`src/rtl/smbw_pkg.sv`:
```
package smbw_pkg;

    typedef enum logic [1:0] {
        FR_WAIT  = 2'd0,
        FR_COUNT = 2'd1,
        FR_FREE  = 2'd2
    } free_state_e;

    typedef enum logic [1:0] {
        LT_IDLE = 2'd0,
        LT_RUN  = 2'd1,
        LT_TRIP = 2'd2
    } low_state_e;

endpackage

```
`src/rtl/smbw_line_filt.sv`:
```
module smbw_line_filt #(
    parameter int FILT_LEN = 3
) (
    input  logic clk,
    input  logic rst_n,
    input  logic line_in,
    output logic line_out
);
    localparam int CW = (FILT_LEN > 1) ? $clog2(FILT_LEN) : 1;
    localparam logic [CW-1:0] CNT_LAST = CW'(FILT_LEN - 1);

    logic          sync1_q;
    logic          sync2_q;
    logic          filt_q;
    logic [CW-1:0] run_q;

    always_ff @(posedge clk or negedge rst_n) begin
        if (!rst_n) begin
            sync1_q <= 1'b1;
            sync2_q <= 1'b1;
            filt_q  <= 1'b1;
            run_q   <= '0;
        end else begin
            sync1_q <= line_in;
            sync2_q <= sync1_q;
            if (sync2_q == filt_q) begin
                run_q <= '0;
            end else if (run_q == CNT_LAST) begin
                filt_q <= sync2_q;
                run_q  <= '0;
            end else begin
                run_q <= run_q + 1'b1;
            end
        end
    end

    assign line_out = filt_q;

    AST_FILT_FOLLOWS_SYNC: assert property (@(posedge clk) disable iff (!rst_n)
        !$stable(filt_q) |-> ($past(sync2_q) == filt_q));

endmodule

```
`src/rtl/smbw_tick_sel.sv`:
```
module smbw_tick_sel #(
    parameter int NUM_SRC = 4
) (
    input  logic                       clk,
    input  logic                       rst_n,
    input  logic [NUM_SRC-1:0]         src_ticks,
    input  logic [$clog2(NUM_SRC)-1:0] src_sel,
    output logic                       tick
);
    logic tick_q;

    always_ff @(posedge clk or negedge rst_n) begin
        if (!rst_n) begin
            tick_q <= 1'b0;
        end else if (int'(src_sel) < NUM_SRC) begin
            tick_q <= src_ticks[src_sel];
        end else begin
            tick_q <= 1'b0;
        end
    end

    assign tick = tick_q;

    AST_TICK_FROM_SELECTED: assert property (@(posedge clk) disable iff (!rst_n)
        tick_q |-> ($past(src_ticks) != '0));

endmodule

```
`src/rtl/smbw_free_fsm.sv`:
```
module smbw_free_fsm
    import smbw_pkg::*;
#(
    parameter int FREE_TICKS = 10
) (
    input  logic clk,
    input  logic rst_n,
    input  logic free_en,
    input  logic scl_hi,
    input  logic sda_hi,
    input  logic tick,
    input  logic start_pending,
    output logic bus_free,
    output logic start_go
);
    localparam int CW = $clog2(FREE_TICKS + 1);
    localparam logic [CW-1:0] CNT_LAST = CW'(FREE_TICKS);

    free_state_e   state_q, state_d;
    logic [CW-1:0] cnt_q, cnt_d;
    logic          expire;
    logic          both_high;
    logic          start_go_q;

    assign both_high = scl_hi && sda_hi;

    always_comb begin
        state_d = state_q;
        cnt_d   = cnt_q;
        expire  = 1'b0;
        if (!free_en || !both_high) begin
            state_d = FR_WAIT;
            cnt_d   = '0;
        end else begin
            unique case (state_q)
                FR_WAIT: begin
                    state_d = FR_COUNT;
                    cnt_d   = '0;
                end
                FR_COUNT: begin
                    if (tick) begin
                        if (cnt_q == CNT_LAST) begin
                            state_d = FR_FREE;
                            cnt_d   = '0;
                            expire  = 1'b1;
                        end else begin
                            cnt_d = cnt_q + 1'b1;
                        end
                    end
                end
                FR_FREE: state_d = FR_FREE;
                default: state_d = FR_WAIT;
            endcase
        end
    end

    always_ff @(posedge clk or negedge rst_n) begin
        if (!rst_n) begin
            state_q <= FR_WAIT;
            cnt_q   <= '0;
        end else begin
            state_q <= state_d;
            cnt_q   <= cnt_d;
        end
    end

    always_ff @(posedge clk or negedge rst_n) begin
        if (!rst_n) begin
            start_go_q <= 1'b0;
        end else begin
            start_go_q <= expire && start_pending;
        end
    end

    assign bus_free = (state_q == FR_FREE);
    assign start_go = start_go_q;

    AST_FREE_AFTER_TICK: assert property (@(posedge clk) disable iff (!rst_n)
        $rose(bus_free) |-> ($past(tick) && $past(both_high)));
    AST_LOW_CLEARS_FREE: assert property (@(posedge clk) disable iff (!rst_n)
        !both_high |=> !bus_free);
    AST_DISABLED_NOT_FREE: assert property (@(posedge clk) disable iff (!rst_n)
        !free_en |=> !bus_free);
    AST_GO_WITH_FREE: assert property (@(posedge clk) disable iff (!rst_n)
        start_go |-> $rose(bus_free));
    AST_GO_SINGLE: assert property (@(posedge clk) disable iff (!rst_n)
        start_go |=> !start_go);

endmodule

```
`src/rtl/smbw_low_timer.sv`:
```
module smbw_low_timer
    import smbw_pkg::*;
#(
    parameter int LOW_PRESC = 1000,
    parameter int LOW_LIMIT = 25
) (
    input  logic clk,
    input  logic rst_n,
    input  logic low_en,
    input  logic scl_hi,
    output logic low_timeout
);
    localparam int PW = (LOW_PRESC > 1) ? $clog2(LOW_PRESC) : 1;
    localparam int LW = (LOW_LIMIT > 1) ? $clog2(LOW_LIMIT) : 1;
    localparam logic [PW-1:0] PRE_LAST = PW'(LOW_PRESC - 1);
    localparam logic [LW-1:0] LIM_LAST = LW'(LOW_LIMIT - 1);

    low_state_e    state_q, state_d;
    logic [PW-1:0] pre_q, pre_d;
    logic [LW-1:0] lim_q, lim_d;
    logic          fire;
    logic          timeout_q;

    always_comb begin
        state_d = state_q;
        pre_d   = pre_q;
        lim_d   = lim_q;
        fire    = 1'b0;
        if (!low_en || scl_hi) begin
            state_d = LT_IDLE;
            pre_d   = '0;
            lim_d   = '0;
        end else begin
            unique case (state_q)
                LT_IDLE: begin
                    state_d = LT_RUN;
                    pre_d   = '0;
                    lim_d   = '0;
                end
                LT_RUN: begin
                    if (pre_q == PRE_LAST) begin
                        pre_d = '0;
                        if (lim_q == LIM_LAST) begin
                            state_d = LT_TRIP;
                            fire    = 1'b1;
                        end else begin
                            lim_d = lim_q + 1'b1;
                        end
                    end else begin
                        pre_d = pre_q + 1'b1;
                    end
                end
                LT_TRIP: state_d = LT_TRIP;
                default: state_d = LT_IDLE;
            endcase
        end
    end

    always_ff @(posedge clk or negedge rst_n) begin
        if (!rst_n) begin
            state_q <= LT_IDLE;
            pre_q   <= '0;
            lim_q   <= '0;
        end else begin
            state_q <= state_d;
            pre_q   <= pre_d;
            lim_q   <= lim_d;
        end
    end

    always_ff @(posedge clk or negedge rst_n) begin
        if (!rst_n) begin
            timeout_q <= 1'b0;
        end else begin
            timeout_q <= fire;
        end
    end

    assign low_timeout = timeout_q;

    AST_TIMEOUT_PULSE: assert property (@(posedge clk) disable iff (!rst_n)
        low_timeout |=> !low_timeout);
    AST_TRIP_QUIET: assert property (@(posedge clk) disable iff (!rst_n)
        (state_q == LT_TRIP) |=> !low_timeout);
    AST_TIMEOUT_NEEDS_LOW: assert property (@(posedge clk) disable iff (!rst_n)
        low_timeout |-> $past(low_en && !scl_hi));

endmodule

```
`src/rtl/smb_bus_watch.sv`:
```
module smb_bus_watch #(
    parameter int NUM_SRC    = 4,
    parameter int FILT_LEN   = 3,
    parameter int FREE_TICKS = 10,
    parameter int LOW_PRESC  = 1000,
    parameter int LOW_LIMIT  = 25
) (
    input  logic                       clk,
    input  logic                       rst_n,
    input  logic                       scl_in,
    input  logic                       sda_in,
    input  logic [NUM_SRC-1:0]         src_ticks,
    input  logic [$clog2(NUM_SRC)-1:0] src_sel,
    input  logic                       free_en,
    input  logic                       low_en,
    input  logic                       start_pending,
    output logic                       bus_free,
    output logic                       start_go,
    output logic                       low_timeout
);
    localparam int NUM_LINES = 2;

    logic [NUM_LINES-1:0] raw_lines;
    logic [NUM_LINES-1:0] clean_lines;
    logic                 tick;

    assign raw_lines = {sda_in, scl_in};

    for (genvar g = 0; g < NUM_LINES; g++) begin : g_line
        smbw_line_filt #(.FILT_LEN(FILT_LEN)) i_filt (
            .clk      (clk),
            .rst_n    (rst_n),
            .line_in  (raw_lines[g]),
            .line_out (clean_lines[g])
        );
    end

    smbw_tick_sel #(.NUM_SRC(NUM_SRC)) i_tick (
        .clk       (clk),
        .rst_n     (rst_n),
        .src_ticks (src_ticks),
        .src_sel   (src_sel),
        .tick      (tick)
    );

    smbw_free_fsm #(.FREE_TICKS(FREE_TICKS)) i_free (
        .clk           (clk),
        .rst_n         (rst_n),
        .free_en       (free_en),
        .scl_hi        (clean_lines[0]),
        .sda_hi        (clean_lines[1]),
        .tick          (tick),
        .start_pending (start_pending),
        .bus_free      (bus_free),
        .start_go      (start_go)
    );

    smbw_low_timer #(.LOW_PRESC(LOW_PRESC), .LOW_LIMIT(LOW_LIMIT)) i_low (
        .clk         (clk),
        .rst_n       (rst_n),
        .low_en      (low_en),
        .scl_hi      (clean_lines[0]),
        .low_timeout (low_timeout)
    );

    AST_GO_NEEDS_PENDING: assert property (@(posedge clk) disable iff (!rst_n)
        start_go |-> $past(start_pending));
    AST_NO_FREE_WITHOUT_TICK: assert property (@(posedge clk) disable iff (!rst_n)
        $rose(bus_free) |-> $past(tick));

endmodule

```
`config.mk`:
```
export PLATFORM = sky130hd
export DESIGN_NAME = smb_bus_watch
export DESIGN_NICKNAME = d
export VERILOG_FILES = /design/src/rtl/smbw_pkg.sv /design/src/rtl/smbw_line_filt.sv /design/src/rtl/smbw_tick_sel.sv /design/src/rtl/smbw_free_fsm.sv /design/src/rtl/smbw_low_timer.sv /design/src/rtl/smb_bus_watch.sv
export SDC_FILE = /design/constraint.sdc
export NUM_CORES = 1
export LEC_CHECK = 0
export ABC_CLOCK_PERIOD_IN_PS = 2160
export CAP_MARGIN = 20
export CELL_PAD_IN_SITES_DETAIL_PLACEMENT = 0
export CELL_PAD_IN_SITES_GLOBAL_PLACEMENT = 2
export CORE_MARGIN = 4
export CORE_UTILIZATION = 41
export CTS_CLUSTER_SIZE = 28
export DETAILED_ROUTE_END_ITERATION = 7
export DONT_BUFFER_PORTS = 1
export PLACE_DENSITY = 0.74
export SKIP_LAST_GASP = 1
export SYNTH_ARGS = -nofsm -noshare
export SYNTH_HDL_FRONTEND = slang
export SYNTH_HIERARCHICAL = 1
export SYNTH_SLANG_ARGS = --single-unit
```
`constraint.sdc`:
```
create_clock -name clk -period 2.16 [get_ports clk]
set_clock_uncertainty 0.1 [all_clocks]
set_input_delay 0.108 -clock clk [delete_from_list [all_inputs] [get_ports clk]]
set_output_delay 0.108 -clock clk [all_outputs]
set_load 0.05 [all_outputs]
```
* Word level (Yosys, flattened, before mapping)
Index checks and enable logic that the tools add are counted.
** Word-level totals
- Flip-flop bits (word level) :: 36
- Bits of input ports :: 13
- Output and inout bits :: 3
- Logic and storage cells :: 90
** Cells by class
- $add $sub $neg :: 5
- Magnitude comparators :: 1
- Eq/ne operators :: 16
- Muxes and demuxes :: 33
- Bitwise operators :: 2
- Reduce and logical (&&, ||, !) cells :: 17
** Operators with widths (number)
- 2-to-1 mux 10 bit :: 2
- 2-to-1 mux 2 bit :: 10
- case mux 10 bit (2 select lines) :: 1
- 2-to-1 mux 5 bit :: 3
- 2-to-1 mux 4 bit :: 3
- case mux 2 bit (3 select lines) :: 2
- adder 10 x 1 -> 10 bit, second input constant :: 1
- == test 10 bit, second input constant :: 1
- case mux 5 bit (2 select lines) :: 1
- AND reduction 2 bit :: 5
- 2-to-1 mux 1 bit :: 9
- != test 3 x 1 -> 1 bit, second input constant :: 3
- == test 2 bit, second input constant :: 4
- case mux 4 bit (2 select lines) :: 1
- != test 3 x 2 -> 1 bit, second input constant :: 2
- nonzero test 3 bit :: 2
- adder 5 x 1 -> 5 bit, second input constant :: 1
- == test 5 bit, second input constant :: 1
- adder 2 x 1 -> 2 bit, second input constant :: 2
- adder 4 x 1 -> 4 bit, second input constant :: 1
- == test 2 x 1 -> 1 bit, second input constant :: 2
- == test 4 bit, second input constant :: 1
- logical NOT 2 bit :: 2
- logical NOT 1 bit :: 3
- other kinds (7) :: 11

* Depth between registers and ports, before layout
- Depth in word-level cells :: 6
- Depth in mapped cells :: 7
- Gate-level depth less buffers :: 6

* Modules after synthesis
Netlist, hierarchy kept.
** By module, submodules not included
- smbw_low_timer :: times used 1, cells each 104, area each 1011.0 sq um, seq. area each 450.4 sq um
- smbw_free_fsm :: times used 1, cells each 47, area each 474.2 sq um, seq. area each 175.2 sq um
- smbw_line_filt :: times used 2, cells each 10, area each 178.9 sq um, seq. area each 128.9 sq um
- smbw_tick_sel :: times used 1, cells each 2, area each 47.5 sq um, seq. area each 25.0 sq um

* Worst setup path before layout
No wires, ideal clock.
- Kind :: register to register
- Start point :: register i_low.state_q[0]
- End point :: register i_low.pre_q[6]
- Setup time :: 0.136 ns
- Arrival time :: 1.477 ns
- Required time :: 1.924 ns
- Setup slack :: 0.446 ns
- Stages on the path, launching flop included :: 7
- Path buffers :: 1
- Period minus slack after synthesis :: 1.714 ns
- Cells stage by stage :: dfrtp_1 ha_1 nor4b_4 buf_2 nor3_1 xnor2_1 nor2_1
** On the way
- Longest elaborated chain between the ends :: 3
- Elaborated cells between the ends (all ways) :: 5
- Classes of those cells :: eq/ne: 1; mux: 2; reduce/logical: 2
** RTL lines
- start, declared :: RTL line smbw_low_timer.sv:18 : low_state_e state_q, state_d;
- start signal, assigned :: RTL line smbw_low_timer.sv:65 : state_q <= state_d;
- == test 2 x 1 -> 1 bit / logical NOT 2 bit (equally long branches) :: RTL line smbw_low_timer.sv:34 : unique case (state_q)
- case mux 10 bit (2 select lines) :: RTL line smbw_low_timer.sv:34
- 2-to-1 mux 10 bit :: RTL line smbw_low_timer.sv:29 : if (!low_en || scl_hi) begin
- end signal, assigned :: RTL line smbw_low_timer.sv:66 : pre_q <= pre_d;
- end, declared :: RTL line smbw_low_timer.sv:19 : logic [PW-1:0] pre_q, pre_d;
Several ways; a longest one is shown, not always the timed one.
A chain may end at the register's enable or synchronous reset.

* Worst setup path after layout
- Start point :: register i_low.pre_q[0]
- End point :: register i_low.lim_q[3]
** On the way
- Longest elaborated chain between the ends :: 3
** RTL lines
- == test 10 bit :: RTL line smbw_low_timer.sv:41 : if (pre_q == PRE_LAST) begin
- != test 3 x 1 -> 1 bit (no source line)
- AND reduction 3 bit (no source line)
- end signal, assigned :: RTL line smbw_low_timer.sv:67 : lim_q <= lim_d;
- end, declared :: RTL line smbw_low_timer.sv:20 : logic [LW-1:0] lim_q, lim_d;
No other way between the ends.

==> flow_summary.json <==
{
  "status": "finished clean",
  "hold_viol": 0,
  "crit_path_end_kind": "register",
  "slew-limit-headroom_pct": 66.7,
  "synthFlopType": "dfrtp_1",
  "setup_viol": 0,
  "clock-sinks": 36,
  "drt-vias-per-instance": 5.25,
  "fp.dieW_um": 75.9,
  "synth_edf_count": 0,
  "syn_inst": 173,
  "start_util_pct": 42.8,
  "synth_fp_nets": 197,
  "yosys.area.top_type": "dfrtp_1",
  "io_pins": 16,
  "cts.htree.levels": 2,
  "wl_per_cell_um": 14.3,
  "vdd_ir_drop_max_uv": 504,
  "worstPathArrival_ns": 1.89,
  "whs_path_depth": 2,
  "drtIter0Drc": 36,
  "clk_pin_slew_ns": 0.08,
  "tritoncts": "built",
  "place_congestion": 0.743,
  "grt_pass1_wl_um": 5780,
  "cts_root_buf": "clkbuf_8",
  "finalCritPeriodShare_pct": 81.7,
  "first_pass_iters": 4,
  "antenna_cells": 0,
  "post-route-min-period_ns": 1.76,
  "cts.repair.resized": 0,
  "final_nets": 213,
  "antenna_found_initial": 0,
  "grt_use_total_pct": 12.4,
  "cp.required_ns": 2.29,
  "drive_gt1_share_pct": 17.4,
  "layoutNonFillerInstCount": 242,
  "regToRegSetupSlack_ns": 0.40,
  "critical_path_class": "reg2reg",
  "synth_top_area_share_pct": 39.7,
  "overflow": 0,
  "antenna_left": 0,
  "yosysSeqAreaShare_pct": 48.0,
  "cp-start-kind": "register",
  "clk-insertion-delay-late_ns": 0.29,
  "die_h_um": 75.9,
  "leakagePower_uw": 0.000920,
  "async_reset_ff_share_pct": 100,
  "routed_wl_um": 3470,
  "rsz0062_at_grt": "false",
  "dp_hpwl_um": 2440,
  "ys_seq_elements": 36,
  "ys_warn_count": 6,
  "area_growth_syn_to_layout_pct": 13.4,
  "avgSynthCellArea_sq_um": 10.9,
  "fin_setup_tns_ns": 0,
  "grt_max_degree": 37,
  "core_area_sq_mm": 0.00441,
  "first_global_vias": 1225,
  "synth_area_leaders": "dfrtp_1, dfstp_2, ha_1",
  "synth_cell_type_count": 45,
  "netlist_area_sq_mm": 0.00189,
  "crit_fanout": 5,
  "final-max-slew-violation-count": 0,
  "cts_inserted_buffers": 5,
  "dieArea_sq_mm": 0.00576,
  "power_density_mw_per_mm2": 851,
  "worstMarginPinSlew_ns": 0.500,
  "drv_cap": 0,
  "clockBufferDepth": 2,
  "min_path_type": "in2reg",
  "drcViolationCount": 0,
  "rows": 24,
  "vias": 1270,
  "place.port_buffers": 0,
  "dp.cells": 226,
  "r2r_cells": 5,
  "max_freq_mhz": 567
}
## final timing paths
kind,from,end
worst max-delay path,i_low/pre_q[0]$_DFFE_PN0N_,i_low/lim_q[3]$_DFFE_PN0P_
worst min-delay path,low_en,i_low/low_timeout$_DFF_PN0_
worst max register to register,i_low/pre_q[0]$_DFFE_PN0N_,i_low/lim_q[3]$_DFFE_PN0P_
worst min register to register,g_line[0].i_filt/sync1_q$_DFF_PN1_,g_line[0].i_filt/sync2_q$_DFF_PN1_
max in group asynchronous,rst_n,g_line[1].i_filt/line_out$_DFFE_PN1P_
min in group asynchronous,rst_n,i_free/state_q[1]$_DFFE_PN0P_
## critical path: stages, from the launching register on
cell	delay, ns
dfrtp_1	0.39
ha_1	0.22
and3b_1	0.28
nand4_2	0.16
or4_1	0.48
nand3_1	0.08
## state kept, by name, indices dropped and copies added, names as in the netlist, 2 cells and up
register,count
g_line.i_filt/sync2_q,2
i_free/cnt_q,4
g_line.i_filt/run_q,4
i_free/state_q,2
g_line.i_filt/line_out,2
i_low/state_q,2
g_line.i_filt/sync1_q,2
i_low/pre_q,10
i_low/lim_q,5
## per-layer routing
metal	GRT usage, %	part of all wire, %
met1	16.2	50
met2	19.7	47
met3	3.55	2.3
met4	4.27	0.89
met5	0	0
## Yosys cell counts, drive strengths merged, types with 3 or more instances
library cell,n
ha,11
nand4,7
xnor2,9
o21ai,7
nand2,17
inv,11
nand2b,4
mux2i,6
nor3,6
nor2b,3
nand3,8
dfrtp,30
o211ai,3
dfstp,6
nor2,13
nor3b,3
## cell families after synthesis
family,Yosys count,synth area share (%)
AND/OR/NAND/NOR,77,24.7
XOR/XNOR,9,4.17
buffers and inverters,13,3.04
flip-flops,36,48.0
adder cells (fa/ha/maj),11,7.28
multiplexers,9,5.96
AO/OA/AOI/OAI,18,6.82
## area by class of cell
class / count / area [sq um]
clock buffers: 5 / 68.8
fillers: 415 / 2270
multi-input cells: 124 / 925
well taps: 52 / 65.1
clock inverters: 3 / 23.8
inverters: 11 / 41.3
repair buffers: 11 / 113
flip-flops and latches: 36 / 908
## report_power, final
part	switching [uW]	internal [uW]
logic	242	232
clock network	255	228
registers	90.9	776
total	588	1240
## through the flow
stage | utilization (%) | worst slack [ns] | power (uW) | cell area (sq um) | hold WS, ns
floorplan | - | 0.446 | 1220 | 1890 | -0.288
global placement | 44.4 | 0.456 | 1310 | 1960 | -0.287
finish | 48.6 | 0.396 | 1820 | 2140 | 0.00864
global route | 48.6 | 0.217 | 1950 | 2140 | 0.0449
CTS | 48.6 | 0.400 | 1860 | 2140 | 0.00860
detailed placement | 44.4 | 0.412 | 1330 | 1960 | -0.286
## repair_timing
| item | CTS | global route |
|---|---|---|
| hold endpoints to repair | 42 | 0 |
| hold buffers | 8 | 0 |
| setup buffers | 0 | 0 |
| endpoints found under the setup margin | 0 | 0 |
## cells in the final DEF (no fill, tap or decap), drive strengths merged, types with 2 or more instances in the layout
cell type	synthesis	routed
dfrtp	30	30
nand2	17	17
nor2	13	13
inv	11	11
ha	11	11
xnor2	9	9
nand3	8	8
dlygate4sd3	0	7
nand4	7	7
o21ai	7	7
nor3	6	6
dfstp	6	6
mux2i	6	6
clkbuf	0	5
nand2b	4	4
buf	2	4
nor3b	3	3
nor2b	3	3
o211ai	3	3
clkinvlp	0	2
mux2	2	2
or2	2	2
a21oi	2	2
nor4	2	2
or4	2	2
nand3b	2	2
and4b	2	2
No activity file was read; power rests on OpenSTA's default activity.
